<file path="src/rtl/bcd_pkg.sv">
package bcd_pkg;

    localparam int DIGIT_W    = 4;
    localparam int NUM_DIGITS = 2;
    localparam int LAST_VAL   = 9;

    typedef logic [DIGIT_W-1:0] digit_t;

    typedef struct packed {
        logic   en;
        logic   ld;
        digit_t din;
    } digit_ctl_t;

    function automatic logic at_last(input digit_t d);
        return d == digit_t'(LAST_VAL);
    endfunction

endpackage

</file>
<file path="src/rtl/bcd_digit.sv">
module bcd_digit
    import bcd_pkg::*;
(
    input  logic       clk,
    input  digit_ctl_t ctl,
    output digit_t     q
);

    always_ff @(posedge clk) begin
        if (ctl.ld)
            q <= ctl.din;
        else if (ctl.en)
            q <= q + digit_t'(1);
    end

endmodule

</file>
<file path="src/rtl/bcd_chain_ctl.sv">
module bcd_chain_ctl
    import bcd_pkg::*;
(
    input  logic       clear,
    input  logic       cnt_en,
    input  digit_t     q   [NUM_DIGITS],
    output digit_ctl_t ctl [NUM_DIGITS]
);

    logic [NUM_DIGITS-1:0] stage_en;

    generate
        for (genvar i = 0; i < NUM_DIGITS; i++) begin : g_stage
            if (i == 0) begin : g_first
                assign stage_en[i] = cnt_en;
            end else begin : g_next
                assign stage_en[i] = stage_en[i-1] & at_last(q[i-1]);
            end
            always_comb begin
                ctl[i].en  = stage_en[i];
                ctl[i].ld  = clear | (stage_en[i] & at_last(q[i]));
                ctl[i].din = '0;
            end
        end
    endgenerate

endmodule

</file>
<file path="src/rtl/bcd_pair_counter.sv">
module bcd_pair_counter
    import bcd_pkg::*;
(
    input  logic               clk,
    input  logic               clear,
    input  logic               cnt_en,
    output logic [DIGIT_W-1:0] units_o,
    output logic [DIGIT_W-1:0] tens_o
);

    digit_t     q   [NUM_DIGITS];
    digit_ctl_t ctl [NUM_DIGITS];

    bcd_chain_ctl u_ctl (
        .clear  (clear),
        .cnt_en (cnt_en),
        .q      (q),
        .ctl    (ctl)
    );

    generate
        for (genvar i = 0; i < NUM_DIGITS; i++) begin : g_digit
            bcd_digit u_digit (
                .clk (clk),
                .ctl (ctl[i]),
                .q   (q[i])
            );
        end
    endgenerate

    assign units_o = q[0];
    assign tens_o  = q[1];

endmodule

</file>
<file path="config.mk">
export PLATFORM = sky130hd
export DESIGN_NAME = bcd_pair_counter
export DESIGN_NICKNAME = d
export VERILOG_FILES = /design/src/rtl/bcd_pkg.sv /design/src/rtl/bcd_digit.sv /design/src/rtl/bcd_chain_ctl.sv /design/src/rtl/bcd_pair_counter.sv
export SDC_FILE = /design/constraint.sdc
export NUM_CORES = 1
export LEC_CHECK = 0
export ABC_AREA = 0
export BUFFER_PORTS_ARGS = -buffer_cell sky130_fd_sc_hd__buf_2
export CAP_MARGIN = 20
export CELL_PAD_IN_SITES_DETAIL_PLACEMENT = 1
export CELL_PAD_IN_SITES_GLOBAL_PLACEMENT = 1
export CORE_AREA = 2 2 39 41
export DETAILED_ROUTE_END_ITERATION = 10
export DIE_AREA = 0 0 41 43
export PLACE_DENSITY_LB_ADDON = 0.1
export SETUP_SLACK_MARGIN = 0.4
export SYNTH_ARGS = -nofsm -noshare
export SYNTH_HDL_FRONTEND = slang
export SYNTH_SLANG_ARGS = --single-unit
</file>
<file path="constraint.sdc">
create_clock -name clk -period 1.6 [get_ports clk]
set_clock_uncertainty 0.1 [all_clocks]
set_input_delay 0.4 -clock clk [delete_from_list [all_inputs] [get_ports clk]]
set_output_delay 0.4 -clock clk [all_outputs]
set_load 0.03 [all_outputs]
</file>
== After elaboration in Yosys (flattened, before gate mapping) ==
Index checks and enable logic that the tools add are counted.
Word-level totals
  flip-flop bits (word level): 8
  input port bits: 3
  logic and storage cells: 10
Cells by class
  $add $sub $neg: 2
  equality and inequality tests: 2
  bitwise operators: 4
Operators with widths (number)
  4-bit by 1-bit adder with 4-bit output (second input constant): 2
  4-bit == test (second input constant): 2
  1-bit AND: 2
  1-bit OR: 2

== Logic depth before layout (Yosys ltp) ==
Gate-level depths: netlist of the first run.
  word-level depth: 4
  mapped depth: 5

== By module ==
Synthesis of the first run repeated with hierarchy kept, for this count alone.
Second synthesis, totals
  cell total of the unflattened synthesis: 48
  area total of the unflattened synthesis: 536.8 µm²
By module, submodules not included
  bcd_digit: times used 2, cells each 16, area an instance 202.7 µm², seq. area each 120.1 µm²
  bcd_chain_ctl: times used 1, cells each 16, area an instance 131.4 µm², seq. area each 0.0 µm²

== Least setup slack after synthesis of the first run ==
Ideal clock, no wire load.
  path type: reg-to-reg
  from: register g_digit[0].u_digit.q[0]
  to: register g_digit[1].u_digit.q[3]
  arrival: 1.404 ns
  required time: 1.426 ns
  path slack: 0.021 ns
  stages on the path, launching flop included: 5
  path buffers: 0
  clock period less this slack: 1.579 ns
  path through: dfxtp_1 > ha_1 > nand4b_4 > or3_1 > a31oi_1
Between the ends
  word-level cells in the longest chain between the ends: 4
RTL lines
  from (decl): line bcd_digit.sv:6  | output digit_t q
  from (signal assigned): line bcd_digit.sv:11  | q <= ctl.din;
  from (signal assigned): line bcd_digit.sv:13  | q <= q + digit_t'(1);
  4-bit == test *: line bcd_pkg.sv:16  | return d == digit_t'(LAST_VAL);
  1-bit AND *: line bcd_chain_ctl.sv:17  | assign stage_en[i] = stage_en[i-1] & at_last(q[i-1]);
  1-bit AND: line bcd_chain_ctl.sv:21  | ctl[i].ld = clear | (stage_en[i] & at_last(q[i]));
  1-bit OR: line bcd_chain_ctl.sv:21
  to (signal assigned): line bcd_digit.sv:11
  to (signal assigned): line bcd_digit.sv:13
  to (decl): line bcd_digit.sv:6
Every way passes the cells marked *; elsewhere a longest branch is shown, timed or not.
A chain may end at the register's enable or synchronous reset.

== Worst setup path after layout of the first run ==
  from: register g_digit[0].u_digit.q[1]
  to: output units_o[1]
RTL lines
  to (decl): line bcd_pair_counter.sv:7  | output logic [DIGIT_W-1:0] units_o,
No word-level cell between the ends.

==> results of run 1 <==
## stage by stage
step / cell area, µm² / cells
6_report: 673.1 / 82
5_1_grt: 673.1 / 82
4_1_cts: 641.9 / 81
3_5_place_dp: 504.2 / 70
3_3_place_gp: 504.2 / 70
2_1_floorplan: 441.7 / 45
## synthesized netlist by cell type
master    n
xor2_1    2
buf_4     1
dfxtp_1   8
nand2b_1  2
or3_1     2
o31ai_1   2
o21ai_0   2
ha_1      4
nand2_1   2
and4b_1   1
xnor2_1   1
nand3_1   3
nor2_1    4
a31oi_1   1
nand4b_4  1
nand3b_1  1
a211oi_1  1
a21oi_1   2
nand4_1   1
inv_1     4
## report_power, final
| group | switching, µW | leakage (µW) | total (µW) | internal, µW |
|---|---|---|---|---|
| logic | 45.6 | 0.000198 | 87.8 | 42.2 |
| clock network | 66.5 | 0.0000150 | 162 | 95.2 |
| registers | 11.7 | 0.0000708 | 214 | 202 |
## timing repair
item,in CTS,in global routing
hold buffers,0,0
resized for setup,18,9
hold endpoints to repair,0,0
setup endpoints to repair,13,14
setup buffers,7,1
pin swaps,2,1
## worst reg2reg max path: cells and delay by family (launching register included)
family / cells / cell delay (ns)
flip-flops: 1 / 0.35
buffers and inverters: 1 / 0.04
AND/OR/NAND/NOR: 2 / 0.51
adder cells (fa/ha/maj): 1 / 0.16
AO/OA/AOI/OAI: 1 / 0.07
## worst min-delay path by stage
stage	start	to	slack [ns]	cells past startpoint
after floorplan	clear	g_digit[1].u_digit.q[2]$_SDFFE_PP0P_	0.37	1
after global placement	g_digit[1].u_digit.q[0]$_SDFFE_PP0P_	g_digit[1].u_digit.q[0]$_SDFFE_PP0P_	0.39	1
after detailed placement	g_digit[1].u_digit.q[0]$_SDFFE_PP0P_	g_digit[1].u_digit.q[0]$_SDFFE_PP0P_	0.40	1
after CTS	clear	g_digit[1].u_digit.q[2]$_SDFFE_PP0P_	0.29	2
after global routing	clear	g_digit[1].u_digit.q[2]$_SDFFE_PP0P_	0.31	2
final	clear	g_digit[1].u_digit.q[2]$_SDFFE_PP0P_	0.29	2
## cell type report
class | instances | share of cell area (%)
Clock buffer | 4 | 3.903
Inverter | 4 | 2.230
Multi-Input combinational cell | 32 | 37.36
Sequential cell | 8 | 27.88
Tap cell | 16 | 2.974
Timing Repair Buffer | 18 | 25.65
## cell usage in the layout, fill, tap and decap left out
cell      Yosys  final
clkbuf_4      0      3
nand4b_4      1      1
a21oi_1       2      1
nand2_1       2      2
or3_1         2      2
buf_12        0      1
clkbuf_1      0      1
dfxtp_2       0      1
xnor2_1       1      1
o31ai_1       2      2
nand4_1       1      1
inv_2         0      1
a31oi_1       1      1
a21oi_2       0      1
a211oi_1      1      1
nor2_1        4      4
ha_1          4      3
inv_1         4      3
dfxtp_4       0      7
o21ai_1       0      1
buf_6         0      8
nand3b_1      1      1
ha_4          0      1
xor2_1        2      2
o21ai_0       2      1
nand3_1       3      3
buf_2         0      2
nand2b_1      2      2
and4b_1       1      1
buf_4         1      7
## cell families after synthesis
logic type | after synthesis
xor gates and xnor gates | 3
AOI/OAI and AO/OA | 8
adders and majority gates | 4
buffers and inverters | 5
and+or+nand+nor | 17
DFF | 8
## per-layer routing
metal	vias to the layer above	global-route usage, %	share of wire, %
li1	199	-	-
met1	200	15.26	38
met2	10	29.06	57
met3	2	3.141	4.0
met4	0	8.000	0.86
met5	-	0	0
==> key figures, run 1 <==
Logic synthesis
  – Synth Instances: 45
  – Flops & latches, synth: 8
  – Multiplexer share of the synthesized area: 0%
  – Synthesized area per cell: 9.287 µm²
  – Top post-synthesis cells by area: dfxtp_1 38%, ha_1 12%, nand4b_4 5.7%, xor2_1 4.2%, nand3_1 3.6%
  – Mapped Area: 417.9 µm²
  – Post-Synth Simple-Gate Area: 26.35%
  – Synth Area in Compound Gates: 11.68%
  – Post-Synth Adder-Cell Area: 11.98%
  – Sequential area share after synthesis: 38.32%
  – Total number of yosys warnings: 0
  – Cell taking the most area after synthesis: dfxtp_1
  – Largest family of logic cells by synthesized area: simple AND/OR/NAND/NOR gates
  – Synth cell types: 20
  – Synth Area in XOR/XNOR: 6.287%
  – Synth top area share: 38.32%
  – Net Count, Synth: 52

Setup path
  – Setup CP Type: reg -> out
  – Crit path required time: 1.10 ns
  – Critical path depth in cells: 2
  – Worst reg2reg path startpoint: g_digit[0].u_digit.q[1]$_SDFFE_PP0P_
  – FF-to-FF path depth: 5
  – R2R Path End: g_digit[1].u_digit.q[1]$_SDFFE_PP0P_
  – Cell Chain, Critical Path: buf_4 > buf_6
  – Crit-path leading delay family: flip-flops
  – Worst Setup EP: units_o[1]
  – Critical Path Fanout Max: 3
  – CP startpoint: g_digit[0].u_digit.q[1]$_SDFFE_PP0P_
  – Reg2Reg Setup Slack: 0.27 ns
  – Crit-path slowest cell: dfxtp_4
  – CP Data Arrival Time: 0.85 ns
  – Crit start category: flop
  – Worst setup EP type: primary output
  – Buf/Inv on CP: 2
  – Slowest cell delay on critical path: 0.35 ns

Timing
  – Worst hold slack: 0.2933 ns
  – Setup violations, final: 0
  – Final worst slack: 0.2463 ns
  – Slew @ Worst Pin: 0.2503 ns
  – Unrepaired setup endpoints after global routing: yes
  – Final period utilization: 84.60%
  – Fmax: 738.7 MHz
  – Fin Setup TNS: 0 ns
  – Final Hold Fails: 0
  – Pins Over Slew Limit: 0
  – Shortest period the worst path allows: 1.354 ns
  – Slew margin rel.: 83.14%

Route
  – Via density: 5.012
  – Routed via count: 411
  – DRC: 0
  – Drt pass-1 iters: 3
  – Drt first-iter violations: 1
  – Post-DR wirelength/cell: 14.12 µm
  – Total routed wirelength: 1.158 mm
  – Final ANT Viol Nets: 0

Final layout
  – Layout cells sized above 1: 50.00%
  – Multi-input gate area: 251.5 µm²
  – Reg with most FFs: g_digit.u_digit.q
  – Max reg flops: 8
  – Post-layout util: 48.64%
  – # fillers: 163
  – # diodes: 0
  – Seq. cell area: 187.7 µm²
  – Area Growth Syn to Fin: 61.08%
  – Biggest regs: g_digit.u_digit.q (8)
  – Layout Nets: 74

GRT
  – First-pass GRT wire length: 1.794 mm
  – Initial antenna violation count: 0
  – Pin count of the biggest net entering global routing: 8
  – Global-route usage over all layers: 15.91%
  – Vias in the first global route: 435
  – GRT overflow: 0

Floorplan
  – I/O pin cnt: 11
  – Rows: 14
  – Die H: 43 µm
  – Core ar.: 1384 µm²
  – Die X: 41 µm
  – Die Area: 1763 µm²
  – Initial core utilization: 30.20%

Job
  – Reported max-cap violation count: 0

Clocking
  – CTS tree: yes
  – Clock Latency Late Sink: 0.25 ns
  – Clock sink total: 8
  – Root Driver: clkbuf_4
  – Inserted Clock Buffers: 3
  – Clock buffer depth: 2
  – H-tree levels: 1
  – CTS clk-pin slew, worst paths: 0.06 ns

Outcome
  – Status: complete, no violations

Power and ir drop
  – Cell Pwr Density: 687.9 nW/µm²
  – Total power: 463.1 µW
  – Maximum VDD drop: 299.7 µV
  – Leakage power: 0.0002837 µW

Placed design
  – Detailed placer's ending HPWL: 802 µm
  – Port Buffers: 10
  – Worst slack, placed: 0.2126 ns
  – Final Wtd Congestion: 0.6796

Min path
  – Worst min-delay path class: in -> reg
Note: power is estimated with default switching activity, not from simulation.
==> run 2: changes to the inputs <==
--- a/config.mk
+++ b/config.mk
@@ -10,9 +10,8 @@
 export CAP_MARGIN = 20
 export CELL_PAD_IN_SITES_DETAIL_PLACEMENT = 1
 export CELL_PAD_IN_SITES_GLOBAL_PLACEMENT = 1
-export CORE_AREA = 2 2 39 41
+export CORE_UTILIZATION = 31
 export DETAILED_ROUTE_END_ITERATION = 10
-export DIE_AREA = 0 0 41 43
 export PLACE_DENSITY_LB_ADDON = 0.1
 export SETUP_SLACK_MARGIN = 0.4
 export SYNTH_ARGS = -nofsm -noshare
==> constraint.sdc (replaced) <==
create_clock -name clk -period 1.1 [get_ports clk]
set_clock_uncertainty 0.1 [all_clocks]
set_input_delay 0.275 -clock clk [delete_from_list [all_inputs] [get_ports clk]]
set_output_delay 0.275 -clock clk [all_outputs]
set_load 0.03 [all_outputs]
==> key figures, run 2 (synthesis results as in run 1) <==
Route
  – Final ANT Viol Nets: 0
  – DRC: 0
  – Drt first-iter violations: 5
  – Routed via count: 424
  – Drt pass-1 iters: 2
  – Post-DR wirelength/cell: 17.05 µm
  – Via density: 4.988
  – Total routed wirelength: 1.449 mm

Power and ir drop
  – Maximum VDD drop: 631.1 µV
  – Sequential share of power: 42.3%
  – Sw power: 213.6 µW
  – Cell Pwr Density: 963.6 nW/µm²
  – Net Sw Frac: 29.77%
  – Power share of the combinational group: 21.5%
  – Clock power frac: 36.1%
  – Pint: 503.8 µW
  – Leakage power: 0.0003239 µW

Final layout
  – Most frequent cells in the layout: 12 x buf_6, 9 x buf_4, 7 x dfxtp_4, 4 x nor2_1
  – Reg with most FFs: g_digit.u_digit.q
  – Max reg flops: 8
  – # diodes: 0
  – Commonest non-fill, non-tap cell in the layout: buf_6
  – Post-layout util: 63.57%
  – Biggest regs: g_digit.u_digit.q (8)
  – Layout Nets: 79
  – Layout cells sized above 1: 63.38%
  – # fillers: 129
  – Area Growth Syn to Fin: 78.14%
  – Final Cell Area: 744.5 µm²

Placed design
  – Port Buffers: 10
  – Placed inst area: 589.3 µm²
  – Worst slack, placed: -0.2378 ns
  – Detailed placer's ending HPWL: 878.2 µm
  – Final Wtd Congestion: 0.7937

Setup path
  – CP Data Arrival Time: 1.40 ns
  – CP startpoint: g_digit[0].u_digit.q[1]$_SDFFE_PP0P_
  – Crit start category: flop
  – Crit path required time: 1.17 ns
  – Worst reg2reg path startpoint: g_digit[0].u_digit.q[1]$_SDFFE_PP0P_
  – Critical Path Fanout Max: 3
  – Reg2Reg Setup Slack: -0.23 ns
  – Worst setup EP type: flop
  – R2R Path End: g_digit[1].u_digit.q[1]$_SDFFE_PP0P_
  – Worst Setup EP: g_digit[1].u_digit.q[1]$_SDFFE_PP0P_
  – Setup CP Type: reg -> reg
  – FF-to-FF path depth: 5

Floorplan
  – Initial core utilization: 35.68%
  – Core ar.: 1171 µm²
  – Die H: 38.72 µm
  – I/O pin cnt: 11
  – Die Area: 1499 µm²
  – Die X: 38.72 µm
  – Rows: 12

Timing
  – Final worst slack: -0.2332 ns
  – Final Hold Fails: 0
  – Slew @ Worst Pin: 0.1865 ns
  – Unrepaired setup endpoints after global routing: yes
  – Pins Over Slew Limit: 0
  – Slew margin rel.: 87.46%
  – Shortest period the worst path allows: 1.333 ns
  – Final period utilization: 121.2%
  – Setup violations, final: 16
  – Fin Setup TNS: -1.895 ns
  – Fmax: 750.1 MHz

Min path
  – Worst min-delay path class: in -> reg
  – Hold Path Depth: 2

Clocking
  – Clock buffer depth: 2
  – Root Driver: clkbuf_4
  – Clock Latency Late Sink: 0.27 ns
  – CTS tree: yes
  – Inserted Clock Buffers: 3
  – Hold buffer count at cts: 0
  – H-tree levels: 1
  – Clock sink total: 8
  – CTS clk-pin slew, worst paths: 0.06 ns

Job
  – Reported max-cap violation count: 0

Outcome
  – Status: complete, but fails checks
  – Violated checks: negative setup slack

GRT
  – First-pass GRT wire length: 2.325 mm
  – Pin count of the biggest net entering global routing: 8
  – Initial antenna violation count: 0
  – GRT overflow: 0
  – Global-route usage over all layers: 24.52%
  – Vias in the first global route: 501
run 2: cell type report:
cell class,instances,area [µm²],area share (%)
clock buffers,4,26.28,3.529
well taps,14,17.52,2.353
inverters,4,15.01,2.017
multi-input cells,32,285.3,38.32
flip-flops and latches,8,187.7,25.21
repair buffers,23,212.7,28.57
run 2: how the worst min path moves through the flow:
stage / slack [ns] / to / start
after floorplan: 0.23 / g_digit[1].u_digit.q[2]$_SDFFE_PP0P_ / clear
after global placement: 0.40 / g_digit[1].u_digit.q[2]$_SDFFE_PP0P_ / g_digit[1].u_digit.q[2]$_SDFFE_PP0P_
after detailed placement: 0.42 / g_digit[1].u_digit.q[3]$_SDFFE_PP0P_ / g_digit[1].u_digit.q[3]$_SDFFE_PP0P_
after CTS: 0.16 / g_digit[1].u_digit.q[3]$_SDFFE_PP0P_ / clear
after global routing: 0.17 / g_digit[1].u_digit.q[2]$_SDFFE_PP0P_ / clear
final: 0.16 / g_digit[1].u_digit.q[2]$_SDFFE_PP0P_ / clear
run 2: metrics by stage:
stage,cells,hold slack (ns),total power (µW)
floorplan,45,0.2344,388.8
global placement,76,0.3969,424.9
detailed placement,76,0.4195,431.5
CTS,85,0.1609,710.4
global route,85,0.1674,750.1
finish,85,0.1623,717.4
run 2: repair_timing:
item	CTS	global route
setup endpoints to repair	16	16
gates resized for setup	25	4
setup buffers	5	0
pin swaps	7	5
hold endpoints to repair	0	0
run 2: critical path: stages (launching register included):
cell and delay [ns]:
dfxtp_4 0.35, inv_2 0.04, ha_4 0.15, and4b_1 0.20
or3_1 0.32, o31ai_1 0.07
run 2: power groups by stage:
stage,clock network (µW),logic (µW),registers [µW]
final,259,154,304
after global routing,281,164,305
after CTS,261,146,303
after detailed placement,0,119,312
after global placement,0,114,310
after floorplan,0,49.0,340
run 2: per-layer routing:
metal | routed length, µm | global-route usage (%)
met5 | 0 | 0
met4 | 70 | 13.79
met3 | 52 | 5.780
met2 | 718 | 42.50
met1 | 609 | 26.83
==> run 3: changes to the inputs <==
--- a/config.mk
+++ b/config.mk
@@ -14,6 +14,7 @@
 export DETAILED_ROUTE_END_ITERATION = 10
 export PLACE_DENSITY_LB_ADDON = 0.1
 export SETUP_SLACK_MARGIN = 0.4
+export SKIP_LAST_GASP = 1
 export SYNTH_ARGS = -nofsm -noshare
 export SYNTH_HDL_FRONTEND = slang
 export SYNTH_SLANG_ARGS = --single-unit
==> key figures, run 3 (synthesis results as in run 1) <==
Floorplan
  – Initial core utilization: 35.68%
  – Die Area: 1499 µm²
  – I/O pin cnt: 11
  – Die X: 38.72 µm
  – Core ar.: 1171 µm²
  – Rows: 12
  – Die H: 38.72 µm

Clocking
  – CTS tree: yes
  – Inserted Clock Buffers: 3
  – Hold buffer count at cts: 0
  – Clock Latency Late Sink: 0.26 ns
  – Clock buffer depth: 2
  – Clock sink total: 8
  – H-tree levels: 1
  – Root Driver: clkbuf_4
  – CTS clk-pin slew, worst paths: 0.06 ns

Timing
  – Final Hold Fails: 0
  – Final period utilization: 129.3%
  – Slew margin rel.: 84.55%
  – Slew @ Worst Pin: 0.2318 ns
  – Worst hold slack: 0.1545 ns
  – Unrepaired setup endpoints after global routing: yes
  – Pins Over Slew Limit: 0
  – Final worst slack: -0.3224 ns
  – Setup violations, final: 16
  – Shortest period the worst path allows: 1.422 ns
  – Fmax: 703.0 MHz
  – Fin Setup TNS: -2.051 ns

Outcome
  – Status: complete, but fails checks
  – Violated checks: negative setup slack

Route
  – DRC: 0
  – Routed via count: 446
  – M1 WL: 685 µm
  – Met2 WL post-DR: 851 µm
  – Drt pass-1 iters: 4
  – Post-DR wirelength/cell: 18.47 µm
  – Total routed wirelength: 1.607 mm
  – Via density: 5.126
  – Wire length on met3: 52 µm
  – Drt first-iter violations: 12
  – Final ANT Viol Nets: 0
  – Highest routed layer: met4

GRT
  – GRT overflow: 0
  – Initial antenna violation count: 0
  – First-pass GRT wire length: 2.311 mm
  – Vias in the first global route: 478
  – Global-route usage over all layers: 24.04%
  – Pin count of the biggest net entering global routing: 8

Placed design
  – Placed inst area: 589.3 µm²
  – Final Wtd Congestion: 0.7937
  – Detailed placer's ending HPWL: 878.2 µm
  – Worst slack, placed: -0.2378 ns
  – Port Buffers: 10

Min path
  – Hold Path Depth: 2
  – Hold wc startpoint: clear
  – Hold Path Sink: g_digit[1].u_digit.q[2]$_SDFFE_PP0P_
  – Worst min-delay path class: in -> reg

Setup path
  – Worst setup EP type: flop
  – Critical Path Fanout Max: 3
  – Setup CP Type: reg -> reg
  – Crit start category: flop
  – R2R Path End: g_digit[1].u_digit.q[1]$_SDFFE_PP0P_
  – FF-to-FF path depth: 5
  – CP Data Arrival Time: 1.48 ns
  – Reg2Reg Setup Slack: -0.32 ns
  – Crit path required time: 1.16 ns
  – Worst reg2reg path startpoint: g_digit[0].u_digit.q[1]$_SDFFE_PP0P_

Power and ir drop
  – Cell Pwr Density: 947.7 nW/µm²
  – Maximum VDD drop: 477.9 µV
  – Total power: 728.0 µW
  – Leakage power: 0.0003362 µW

Final layout
  – Layout Nets: 81
  – Max reg flops: 8
  – Reg with most FFs: g_digit.u_digit.q
  – Commonest non-fill, non-tap cell in the layout: buf_6
  – Biggest regs: g_digit.u_digit.q (8)
  – # diodes: 0
  – Final Cell Area: 768.2 µm²
  – Layout cells sized above 1: 65.75%
  – Area Growth Syn to Fin: 83.83%
  – Most frequent cells in the layout: 14 x buf_6, 9 x buf_4, 7 x dfxtp_4, 4 x nor2_1

Job
  – Reported max-cap violation count: 0
run 3: cell type report:
| type | instances | area [µm²] |
|---|---|---|
| inverter | 4 | 15.01 |
| tap | 14 | 17.52 |
| clock buffer | 4 | 26.28 |
| multi-input combinational | 32 | 286.5 |
| timing repair buffer | 25 | 235.2 |
| sequential | 8 | 187.7 |
| fill | 126 | 402.9 |
run 3: metal layers:
| layer | track usage (%) | vias up |
|---|---|---|
| met5 | 0 | - |
| li1 | - | 211 |
| met1 | 28.92 | 218 |
| met3 | 5.780 | 4 |
| met2 | 41.25 | 13 |
| met4 | 7.759 | 0 |
run 3: metrics by stage:
stage | cells | utilization [%]
global route | 87 | 65.60
finish | 87 | 65.60
CTS | 85 | 61.75
detailed placement | 76 | 50.32
floorplan | 45 | -
global placement | 76 | 50.32
run 3: worst max-delay path, stage by stage (launching register included):
cell and delay, ns:
dfxtp_4 0.35, inv_2 0.04, ha_4 0.16, and4b_2 0.24
or3_1 0.34, o31ai_1 0.08
run 3: worst max-delay path by stage:
stage / startpoint / end / slack, ns
3_3_place_gp: g_digit[0].u_digit.q[1]$_SDFFE_PP0P_ / g_digit[1].u_digit.q[1]$_SDFFE_PP0P_ / -0.16
3_5_place_dp: g_digit[0].u_digit.q[1]$_SDFFE_PP0P_ / g_digit[1].u_digit.q[0]$_SDFFE_PP0P_ / -0.24
6_report: g_digit[0].u_digit.q[1]$_SDFFE_PP0P_ / g_digit[1].u_digit.q[1]$_SDFFE_PP0P_ / -0.32
4_1_cts: g_digit[0].u_digit.q[1]$_SDFFE_PP0P_ / g_digit[1].u_digit.q[0]$_SDFFE_PP0P_ / -0.23
5_1_grt: g_digit[0].u_digit.q[1]$_SDFFE_PP0P_ / g_digit[1].u_digit.q[1]$_SDFFE_PP0P_ / -0.36
2_1_floorplan: g_digit[0].u_digit.q[1]$_SDFFE_PP0P_ / g_digit[1].u_digit.q[1]$_SDFFE_PP0P_ / -0.24
run 3: repair_timing:
item | 4_1_cts | 5_1_grt
setup buffers | 5 | 2
cloned | 0 | 0
setup endpoints to repair | 16 | 16
gates resized for setup | 24 | 8
pin swaps | 7 | 7
run 3: power breakdown:
part	internal (µW)	switching, µW	total, µW
sequential	293	11.8	305
clock	140	118	258
combinational	80.4	84.8	165
